`config.mk`:
```
export PLATFORM = sky130hd
export DESIGN_NAME = ppb_window_engine
export DESIGN_NICKNAME = d
export VERILOG_FILES = /design/src/rtl/ppb_pkg.sv /design/src/rtl/ppb_strobe_timer.sv /design/src/rtl/ppb_win_desc.sv /design/src/rtl/ppb_window_engine.sv
export SDC_FILE = /design/constraint.sdc
export NUM_CORES = 1
export LEC_CHECK = 0
export BUFFER_PORTS_ARGS = -buffer_cell sky130_fd_sc_hd__buf_4
export CAP_MARGIN = 20
export CORE_ASPECT_RATIO = 0.5
export CORE_MARGIN = 2
export CORE_UTILIZATION = 40
export DETAILED_ROUTE_END_ITERATION = 12
export GPL_ROUTABILITY_DRIVEN = 0
export GPL_TIMING_DRIVEN = 0
export SYNTH_ARGS = -nofsm -noshare
export SYNTH_HDL_FRONTEND = slang
export SYNTH_HIERARCHICAL = 1
export SYNTH_SLANG_ARGS = --single-unit
```
`constraint.sdc`:
```
create_clock -name clk -period 2.8 [get_ports clk]
set_clock_uncertainty 0.05 [all_clocks]
set_input_delay 0.84 -clock clk [delete_from_list [all_inputs] [get_ports clk]]
set_output_delay 0.84 -clock clk [all_outputs]
set_load 0.01 [all_outputs]
```
`src/rtl/ppb_pkg.sv`:
```
package ppb_pkg;
  typedef enum logic [1:0] {
    ACC_CMD   = 2'd0,
    ACC_WDATA = 2'd1,
    ACC_READ  = 2'd2
  } ppb_acc_e;

  localparam int unsigned DESC_LEN   = 18;
  localparam logic [7:0]  WIN_CMD    = 8'h6C;
  localparam logic [7:0]  FMT_RGB565 = 8'h01;

  // source-select code by controller variant
  function automatic logic [7:0] src_code(input logic [1:0] v);
    return (v == 2'd1 || v == 2'd2) ? 8'h00 : 8'h01;
  endfunction
endpackage

```
`src/rtl/ppb_strobe_timer.sv`:
```
module ppb_strobe_timer
  import ppb_pkg::*;
#(
  parameter int unsigned CYC    = 4,
  parameter int unsigned WR_ON  = 1,
  parameter int unsigned WR_OFF = 2,
  parameter int unsigned RD_ON  = 1,
  parameter int unsigned RD_OFF = 3,
  parameter int unsigned RD_ACC = 3
) (
  input  logic     clk,
  input  logic     rst_n,
  input  logic     run,
  input  ppb_acc_e kind,
  output logic     wr_n,
  output logic     rd_n,
  output logic     cap,
  output logic     last
);
  localparam int unsigned PH_W = $clog2(CYC + 1);

  logic [PH_W-1:0] ph;
  logic wr_win, rd_win;

  assign last   = run && (ph == PH_W'(CYC - 1));
  assign wr_win = (ph >= PH_W'(WR_ON)) && (ph < PH_W'(WR_OFF));
  assign rd_win = (ph >= PH_W'(RD_ON)) && (ph < PH_W'(RD_OFF));
  assign wr_n   = !(run && kind != ACC_READ && wr_win);
  assign rd_n   = !(run && kind == ACC_READ && rd_win);
  assign cap    = run && kind == ACC_READ && (ph == PH_W'(RD_ACC - 1));

  always_ff @(posedge clk or negedge rst_n) begin
    if (!rst_n)   ph <= '0;
    else if (run) ph <= last ? '0 : ph + 1'b1;
  end

  // phase stays inside the access slot
  a_r6_phase_bound: assert property (@(posedge clk) disable iff (!rst_n)
    ph < PH_W'(CYC));
  // the sample point falls inside the read strobe
  a_r7_cap_in_strobe: assert property (@(posedge clk) disable iff (!rst_n)
    cap |-> !rd_n);
  // a new access begins at phase zero
  a_r6_restart: assert property (@(posedge clk) disable iff (!rst_n)
    last |=> (ph == '0));
endmodule

```
`src/rtl/ppb_win_desc.sv`:
```
module ppb_win_desc
  import ppb_pkg::*;
#(
  parameter int unsigned IDX_W = 5
) (
  input  logic [IDX_W-1:0] k,
  input  logic [15:0]      x0,
  input  logic [15:0]      y0,
  input  logic [15:0]      x1,
  input  logic [15:0]      y1,
  input  logic [1:0]       variant,
  output logic [7:0]       byte_o
);
  logic [15:0] corner [4];
  logic [15:0] sel;

  always_comb begin
    corner[0] = x0;
    corner[1] = y0;
    corner[2] = x1;
    corner[3] = y1;
    sel       = corner[k[2:1]];
    if (k < IDX_W'(16))      byte_o = k[0] ? sel[15:8] : sel[7:0];
    else if (k == IDX_W'(16)) byte_o = FMT_RGB565;
    else                      byte_o = src_code(variant);
  end
endmodule

```
`src/rtl/ppb_window_engine.sv`:
```
module ppb_window_engine
  import ppb_pkg::*;
#(
  parameter int unsigned CYC    = 4,
  parameter int unsigned WR_ON  = 1,
  parameter int unsigned WR_OFF = 2,
  parameter int unsigned RD_ON  = 1,
  parameter int unsigned RD_OFF = 3,
  parameter int unsigned RD_ACC = 3
) (
  input  logic        clk,
  input  logic        rst_n,
  input  logic        win_valid,
  output logic        win_ready,
  input  logic [15:0] win_x,
  input  logic [15:0] win_y,
  input  logic [15:0] win_w,
  input  logic [15:0] win_h,
  input  logic [1:0]  win_variant,
  input  logic        rd_valid,
  output logic        rd_ready,
  input  logic [7:0]  rd_cmd,
  output logic        rsp_valid,
  output logic [7:0]  rsp_data,
  output logic        win_done,
  output logic        pix_mode,
  output logic        bus_cs_n,
  output logic        bus_wr_n,
  output logic        bus_rd_n,
  output logic        bus_dc,
  output logic        bus_oe,
  output logic [15:0] bus_dout,
  input  logic [7:0]  bus_din
);
  localparam int unsigned IDX_W = $clog2(DESC_LEN + 1);

  logic             busy, is_win;
  logic [IDX_W-1:0] idx, end_idx, desc_k;
  logic [15:0]      xs, ys, xe, ye;
  logic [1:0]       var_q;
  logic [7:0]       cmd_q, desc_byte, out_byte;
  ppb_acc_e         kind;
  logic             cap, last;

  assign win_ready = !busy;
  assign rd_ready  = !busy && !win_valid;
  assign end_idx   = is_win ? IDX_W'(DESC_LEN) : IDX_W'(1);
  assign desc_k    = idx - 1'b1;
  assign kind      = (idx == '0) ? ACC_CMD : (is_win ? ACC_WDATA : ACC_READ);

  ppb_strobe_timer #(
    .CYC(CYC), .WR_ON(WR_ON), .WR_OFF(WR_OFF),
    .RD_ON(RD_ON), .RD_OFF(RD_OFF), .RD_ACC(RD_ACC)
  ) u_timer (
    .clk(clk), .rst_n(rst_n), .run(busy), .kind(kind),
    .wr_n(bus_wr_n), .rd_n(bus_rd_n), .cap(cap), .last(last)
  );

  ppb_win_desc #(.IDX_W(IDX_W)) u_desc (
    .k(desc_k), .x0(xs), .y0(ys), .x1(xe), .y1(ye),
    .variant(var_q), .byte_o(desc_byte)
  );

  assign out_byte = (idx == '0) ? cmd_q : desc_byte;
  assign bus_oe   = busy && kind != ACC_READ;
  assign bus_dout = bus_oe ? {8'h00, out_byte} : 16'h0000;
  assign bus_dc   = busy && idx != '0;
  assign bus_cs_n = !busy;

  always_ff @(posedge clk or negedge rst_n) begin
    if (!rst_n) begin
      busy <= 1'b0; is_win <= 1'b0; idx <= '0;
      xs <= '0; ys <= '0; xe <= '0; ye <= '0;
      var_q <= '0; cmd_q <= '0;
      pix_mode <= 1'b0; win_done <= 1'b0;
      rsp_valid <= 1'b0; rsp_data <= '0;
    end else begin
      win_done  <= 1'b0;
      rsp_valid <= 1'b0;
      if (!busy) begin
        if (win_valid) begin
          busy <= 1'b1; is_win <= 1'b1; idx <= '0; pix_mode <= 1'b0;
          xs <= win_x; ys <= win_y;
          xe <= win_x + win_w - 16'd1;
          ye <= win_y + win_h - 16'd1;
          var_q <= win_variant; cmd_q <= WIN_CMD;
        end else if (rd_valid) begin
          busy <= 1'b1; is_win <= 1'b0; idx <= '0; pix_mode <= 1'b0;
          cmd_q <= rd_cmd;
        end
      end else begin
        if (cap) begin
          rsp_valid <= 1'b1;
          rsp_data  <= bus_din;
        end
        if (last) begin
          if (idx == end_idx) begin
            busy <= 1'b0;
            if (is_win) begin
              win_done <= 1'b1;
              pix_mode <= 1'b1;
            end
          end else begin
            idx <= idx + 1'b1;
          end
        end
      end
    end
  end

  // strobes exclusive and always under chip select
  a_r6_strobe_excl: assert property (@(posedge clk) disable iff (!rst_n)
    !(!bus_wr_n && !bus_rd_n));
  a_r6_cs_cover: assert property (@(posedge clk) disable iff (!rst_n)
    (!bus_wr_n || !bus_rd_n) |-> !bus_cs_n);
  // handshake only while the bus is idle
  a_r9_ready_idle: assert property (@(posedge clk) disable iff (!rst_n)
    (win_ready || rd_ready) |-> bus_cs_n);
  // done is one cycle and coincides with pixel mode
  a_r8_done_pulse: assert property (@(posedge clk) disable iff (!rst_n)
    win_done |=> !win_done);
  a_r8_done_pix: assert property (@(posedge clk) disable iff (!rst_n)
    win_done |-> pix_mode);
  // response is one cycle
  a_r7_rsp_pulse: assert property (@(posedge clk) disable iff (!rst_n)
    rsp_valid |=> !rsp_valid);
  // acceptance drops pixel mode
  a_r10_pix_clear: assert property (@(posedge clk) disable iff (!rst_n)
    ((win_valid && win_ready) || (rd_valid && rd_ready)) |=> !pix_mode);
endmodule

```
== Word level (Yosys, flattened, before mapping) ==
Cells that the tools add are included.
Word-level totals
  ROM bits: 0
  memories: 0
  output and inout port bits: 34
  register bits: 95
  word-level logic and storage cells: 102
  bits of input ports: 86
  memory bits (writable): 0
  latch bits: 0
Cells by class
  multiplexer cells: 38
  shifts and indexed selects: 0
  equality and inequality tests: 12
  bitwise logic cells: 2
  div/mod/pow operators: 0
  add/subtract/negate cells: 7
  reduce and logical (&&, ||, !) cells: 24
  multipliers: 0
  $lt $le $gt $ge: 5
Operators with widths (count)
  2-to-1 mux 8 bit: 7
  adder 16 bit: 2
  binary-select mux 16 bit (select 2 bit): 1
  2-to-1 mux 16 bit: 2
  subtractor 16 x 1 -> 16 bit, second input constant: 2
  2-to-1 mux 5 bit: 6
  2-to-1 mux 1 bit: 19
  logical AND 1 bit: 10
  equality test 3 x 2 -> 1 bit, second input constant: 2
  < comparator 3 x 2 -> 1 bit, second input constant: 2
  != test 2 x 1 -> 1 bit, second input constant: 3
  AND reduction 2 bit: 3
  adder 5 x 1 -> 5 bit, second input constant: 1
  equality test 5 bit: 1
  equality test 5 bit, second input constant: 1
  zero test 5 bit: 1
  < comparator 5 bit, second input constant: 1
  nonzero test 5 bit: 1
  subtractor 5 x 1 -> 5 bit, second input constant: 1
  equality test 2 bit, second input constant: 2
  zero test 1 bit: 4
  2-to-1 mux 2 bit: 2
  != test 2 bit, second input constant: 2
  AND reduction 4 bit: 1
  11 further kinds: 11

== Longest topological paths before layout ==
  depth in word-level cells: 9
  mapped depth: 11
  depth with buffers taken out: 11

== Cells and area by module ==
Netlist, hierarchy kept.
Modules (own cells, without submodules)
  ppb_window_engine: times used 1, area an instance 6063.3 µm², sequential area each 2302.2 µm², cells an instance 715
  ppb_win_desc: times used 1, area an instance 596.8 µm², sequential area each 0.0 µm², cells an instance 47
  ppb_strobe_timer: times used 1, area an instance 227.7 µm², sequential area each 75.1 µm², cells an instance 22

== Worst setup path after synthesis ==
OpenSTA, ideal clock, no wires.
  path type: register -> output
  from: reg idx[0]
  to: out bus_dout[0]
  arrival: 1.993 ns
  required time: 1.910 ns
  buffers on the path: 2
  slack: -0.083 ns
  stages on the path, launching flop included: 11
  path through: dfrtp_1 inv_1 ha_1 xor2_1 buf_2 buf_2 nor4_1 o21ai_0 o41ai_1 nand3_1 a21oi_1
On the way
  elaborated cells on any way between the ends: 16
  classes of those cells: add/sub (1); order compare (1); eq/ne (2); mux (9); bitwise (1); reduce/logical (2)
RTL lines
  start, declared: RTL line ppb_window_engine.sv:38  | logic [IDX_W-1:0] idx, end_idx, desc_k;
  start signal, assigned: RTL line ppb_window_engine.sv:104  | idx <= idx + 1'b1;
  subtractor 5 x 1 -> 5 bit (*): RTL line ppb_window_engine.sv:48  | assign desc_k = idx - 1'b1;
  net desc_k[0]: RTL line ppb_window_engine.sv:38
  branches (longest 2 deep; another with < comparator 5 bit)
  2-to-1 mux 8 bit (*): RTL line ppb_win_desc.sv:23  | if (k < IDX_W'(16)) byte_o = k[0] ? sel[15:8] : sel[7:0];
  net desc_byte[0]: RTL line ppb_window_engine.sv:41  | logic [7:0] cmd_q, desc_byte, out_byte;
  2-to-1 mux 8 bit (*): RTL line ppb_window_engine.sv:64  | assign out_byte = (idx == '0) ? cmd_q : desc_byte;
  2-to-1 mux 8 bit (*): RTL line ppb_window_engine.sv:66  | assign bus_dout = bus_oe ? {8'h00, out_byte} : 16'h0000;
  end, declared: RTL line ppb_window_engine.sv:32  | output logic [15:0] bus_dout,
Mark *: on every way through the listed nets, which the timed path passes. The select of a mux whose other input is x is not followed.

== Worst setup path in the final report ==
  from: reg idx[0]
  to: out bus_dout[7]
On the way
  elaborated cells on any way between the ends: 14
  classes of those cells: add/sub (1); order compare (1); eq/ne (1); mux (8); bitwise (1); reduce/logical (2)
RTL lines (RTL line)
  subtractor 5 x 1 -> 5 bit (*): ppb_window_engine.sv:48
  net desc_k[0]: ppb_window_engine.sv:38
  < comparator 5 bit or 2-to-1 mux 8 bit (tied branches): ppb_win_desc.sv:23
  2-to-1 mux 8 bit (*): ppb_win_desc.sv:23
  net desc_byte[7]: ppb_window_engine.sv:41
  2-to-1 mux 8 bit (*): ppb_window_engine.sv:64
  2-to-1 mux 8 bit (*): ppb_window_engine.sv:66
Mark *: on every way through the listed nets, which the timed path passes. The rest lies on a longest branch. The select of a mux whose other input is x is not followed.

==> flow_summary.json <==
{
  "clkTransAtPathRegs_ns": 0.07,
  "cp_num_buf_inv": 4,
  "async_reset_ff_share_pct": 100,
  "hpwl_mm": 14.0,
  "grt_overflow": 0,
  "use_met3_pct": 4.61,
  "fin_area_um2": 8740,
  "syn_avg_cell_area_um2": 8.79,
  "finalPower_uw": 8570,
  "status": "finished with violations",
  "synthCells": 784,
  "portBuffers": 111,
  "io_pins": 120,
  "clk_path_buf_depth": 2,
  "final_cell_mix": "buf_4, inv_1, nand2_1, dfrtp_1, ha_1",
  "fin_ws_ns": -0.658,
  "p_leak_uw": 0.00442,
  "core_area_um2": 16600,
  "worst_pin_slew_ns": 0.762,
  "multiInputGateArea_um2": 3980,
  "period_minus_slack_ns": 3.46,
  "path_max_fanout": 6,
  "die_h_um": 96.8,
  "fin_crit_sh_pct": 124,
  "area_growth_pct": 26.8,
  "required_ns": 1.91,
  "synth_edf_count": 0,
  "worstSetupPathType": "reg2out",
  "finalHoldViolCount": 0,
  "clock_latency_ns": 0.34,
  "cts_num_sinks": 95,
  "setup_tns_ns": -4.99,
  "drt_iter0_drc": 394,
  "initial_utilization_pct": 41.5,
  "synth.area.top_cells": "dfrtp_1, ha_1, inv_1, nand2_1, o21ai_0",
  "start_kind": "register",
  "setup.worst_path.start": "idx[0]",
  "slew_headroom_pct": 48.7,
  "cts_tree": "yes",
  "synth-seq-cells": 95,
  "synth_area_um2": 6890,
  "seq_area_um2": 2380,
  "crit_family": "multiplexers",
  "arrival_ns": 2.57,
  "wl_per_cell_um": 16.1,
  "hold_class": "in2async",
  "htree_levels": 3,
  "via_per_inst": 5.21,
  "grt_max_degree": 55,
  "ir_drop_mv": 0.579,
  "routed_wl_mm": 18.7,
  "antenna_cells": 0,
  "seq_area_frac_synth_pct": 34.5,
  "ys_dominant_reg_cell": "dfrtp_1",
  "p_per_area_nw_per_um2": 981,
  "synth_top_area_share_pct": 34.5,
  "rsz0062_at_grt": "true",
  "gr-max-usage-layer": "met2",
  "yosysWarnings": 6,
  "dr.pass1.iters": 6,
  "die_area_um2": 18300,
  "drive_gt1_share_pct": 25.8,
  "num_rows": 33,
  "slew_violations": 0,
  "failed_checks": "negative setup slack",
  "cts_buffers": 9,
  "dieWidth_um": 190,
  "ant_nets": 0,
  "placed_cell_area_um2": 8090,
  "gr-usage-all-layers_pct": 20.7,
  "max_stage_delay_ns": 0.57,
  "ctsRootBufferMaster": "clkbuf_16",
  "crit_chain": "inv_4 > ha_4 > inv_8 > buf_12 > mux4_2 > mux2i_2 > nor2_1 > nand3_1 > a21oi_1 > buf_4",
  "grtUsageMet2_pct": 31.5,
  "drcViolationCount": 0,
  "met1_usage_pct": 30.5,
  "antenna_found_initial": 0,
  "finalSetupViolCount": 8,
  "worstSetupEndpointType": "primary output",
  "vias": 6054,
  "nNetsFinal": 1082,
  "mostFrequentLayoutCell": "buf_4",
  "crit_path_top_delay_cell": "mux4_2",
  "fillCellCount": 1591,
  "maxCapViolations": 0,
  "synth_cell_type_count": 69,
  "fmax_mhz": 289,
  "synth_area_leader_cell": "dfrtp_1",
  "r2r_start": "idx[0]",
  "grt_pass1_wl_mm": 29.9,
  "first_global_vias": 5722
}
==> synth_stat cells, drive strengths merged (10+ instances only) <==
cell and n:
a21oi 39, buf 28, clkbuf 10, dfrtp 95
ha 64, inv 130, mux2 11, mux4 14
nand2 107, nand3 23, nor2 27, nor2b 12
o21ai 68, xor2 12
==> report_power, final <==
group | total (µW) | switching, µW | internal, µW | leakage (µW)
Combinational | 4870 | 2390 | 2480 | 0.00310
Sequential | 2440 | 450 | 1990 | 0.00117
Clock | 1260 | 555 | 700 | 0.000143
Total | 8570 | 3400 | 5170 | 0.00442
==> logic make-up after synthesis <==
group                      Yosys count  synth area share (%)
muxes                               34                  8.17
DFF                                 95                  34.5
AOI/OAI and AO/OA                  180                  17.2
adders and majority gates           66                  12.2
and+or+nand+nor                    221                  15.2
buffers and inverters              168                  10.3
xor gates and xnor gates            19                  2.42
other                                1                0.0544
==> per-stage QoR <==
step                setup WS, ns  hold WS (ns)  utilization (%)  std cells
finish                    -0.658         0.428             52.6       1162
global route              -0.768         0.453             52.6       1162
CTS                       -0.648         0.431             51.9       1156
detailed placement        -0.676         0.413             48.7       1130
global placement          -0.644         0.408             48.6       1129
floorplan                -0.0109         0.387                -        791
==> final timing paths <==
kind,endpoint,slack (ns),cells past startpoint
min in group clk,ye[7],0.43,2
max,bus_dout[7],-0.66,10
max reg2reg,rsp_data[5],0.49,9
min,rsp_data[1],0.43,1
max in group asynchronous,xe[15],1.59,2
min reg2reg,ye[7],0.43,2
==> metal layers <==
metal  vias up  wire, µm
met3         8      1110
li1       2945         -
met4         0       106
met2       148      8280
met1      2953      9180
met5         -         0
==> cell type report <==
class                   instances  share of cell area (%)
clock buffers                  10                    2.62
flip-flops and latches         95                    27.2
repair buffers                128                    12.0
inverters                     130                    5.73
clock inverters                 6                   0.788
plain buffers                  38                    2.81
well taps                     227                    3.25
multi-input cells             528                    45.5
==> timing repair <==
| item | in CTS | in global routing |
|---|---|---|
| hold buffers | 0 | 0 |
| resized for setup | 38 | 16 |
| hold endpoints to repair | 0 | 0 |
| setup buffers | 8 | 6 |
| gates cloned | 2 | 0 |
| endpoints found under the setup margin | 13 | 16 |
| pin swaps | 9 | 14 |
==> worst register-to-register path, delay by kind of cell, from the launching register on <==
family                     cells  cell delay [ns]
muxes                          1             0.38
buffers and inverters          2             0.28
DFF                            1             0.44
and+or+nand+nor                5             0.92
adders and majority gates      1             0.13
==> state kept, by name, indices dropped and copies added (netlist names), 2 cells and up <==
| signal | cells |
|---|---|
| u_timer/ph | 3 |
| xe | 16 |
| cmd_q | 8 |
| xs | 16 |
| var_q | 2 |
| ys | 16 |
| rsp_data | 8 |
| idx | 5 |
| ye | 16 |
No activity file was read; power rests on OpenSTA's default activity.
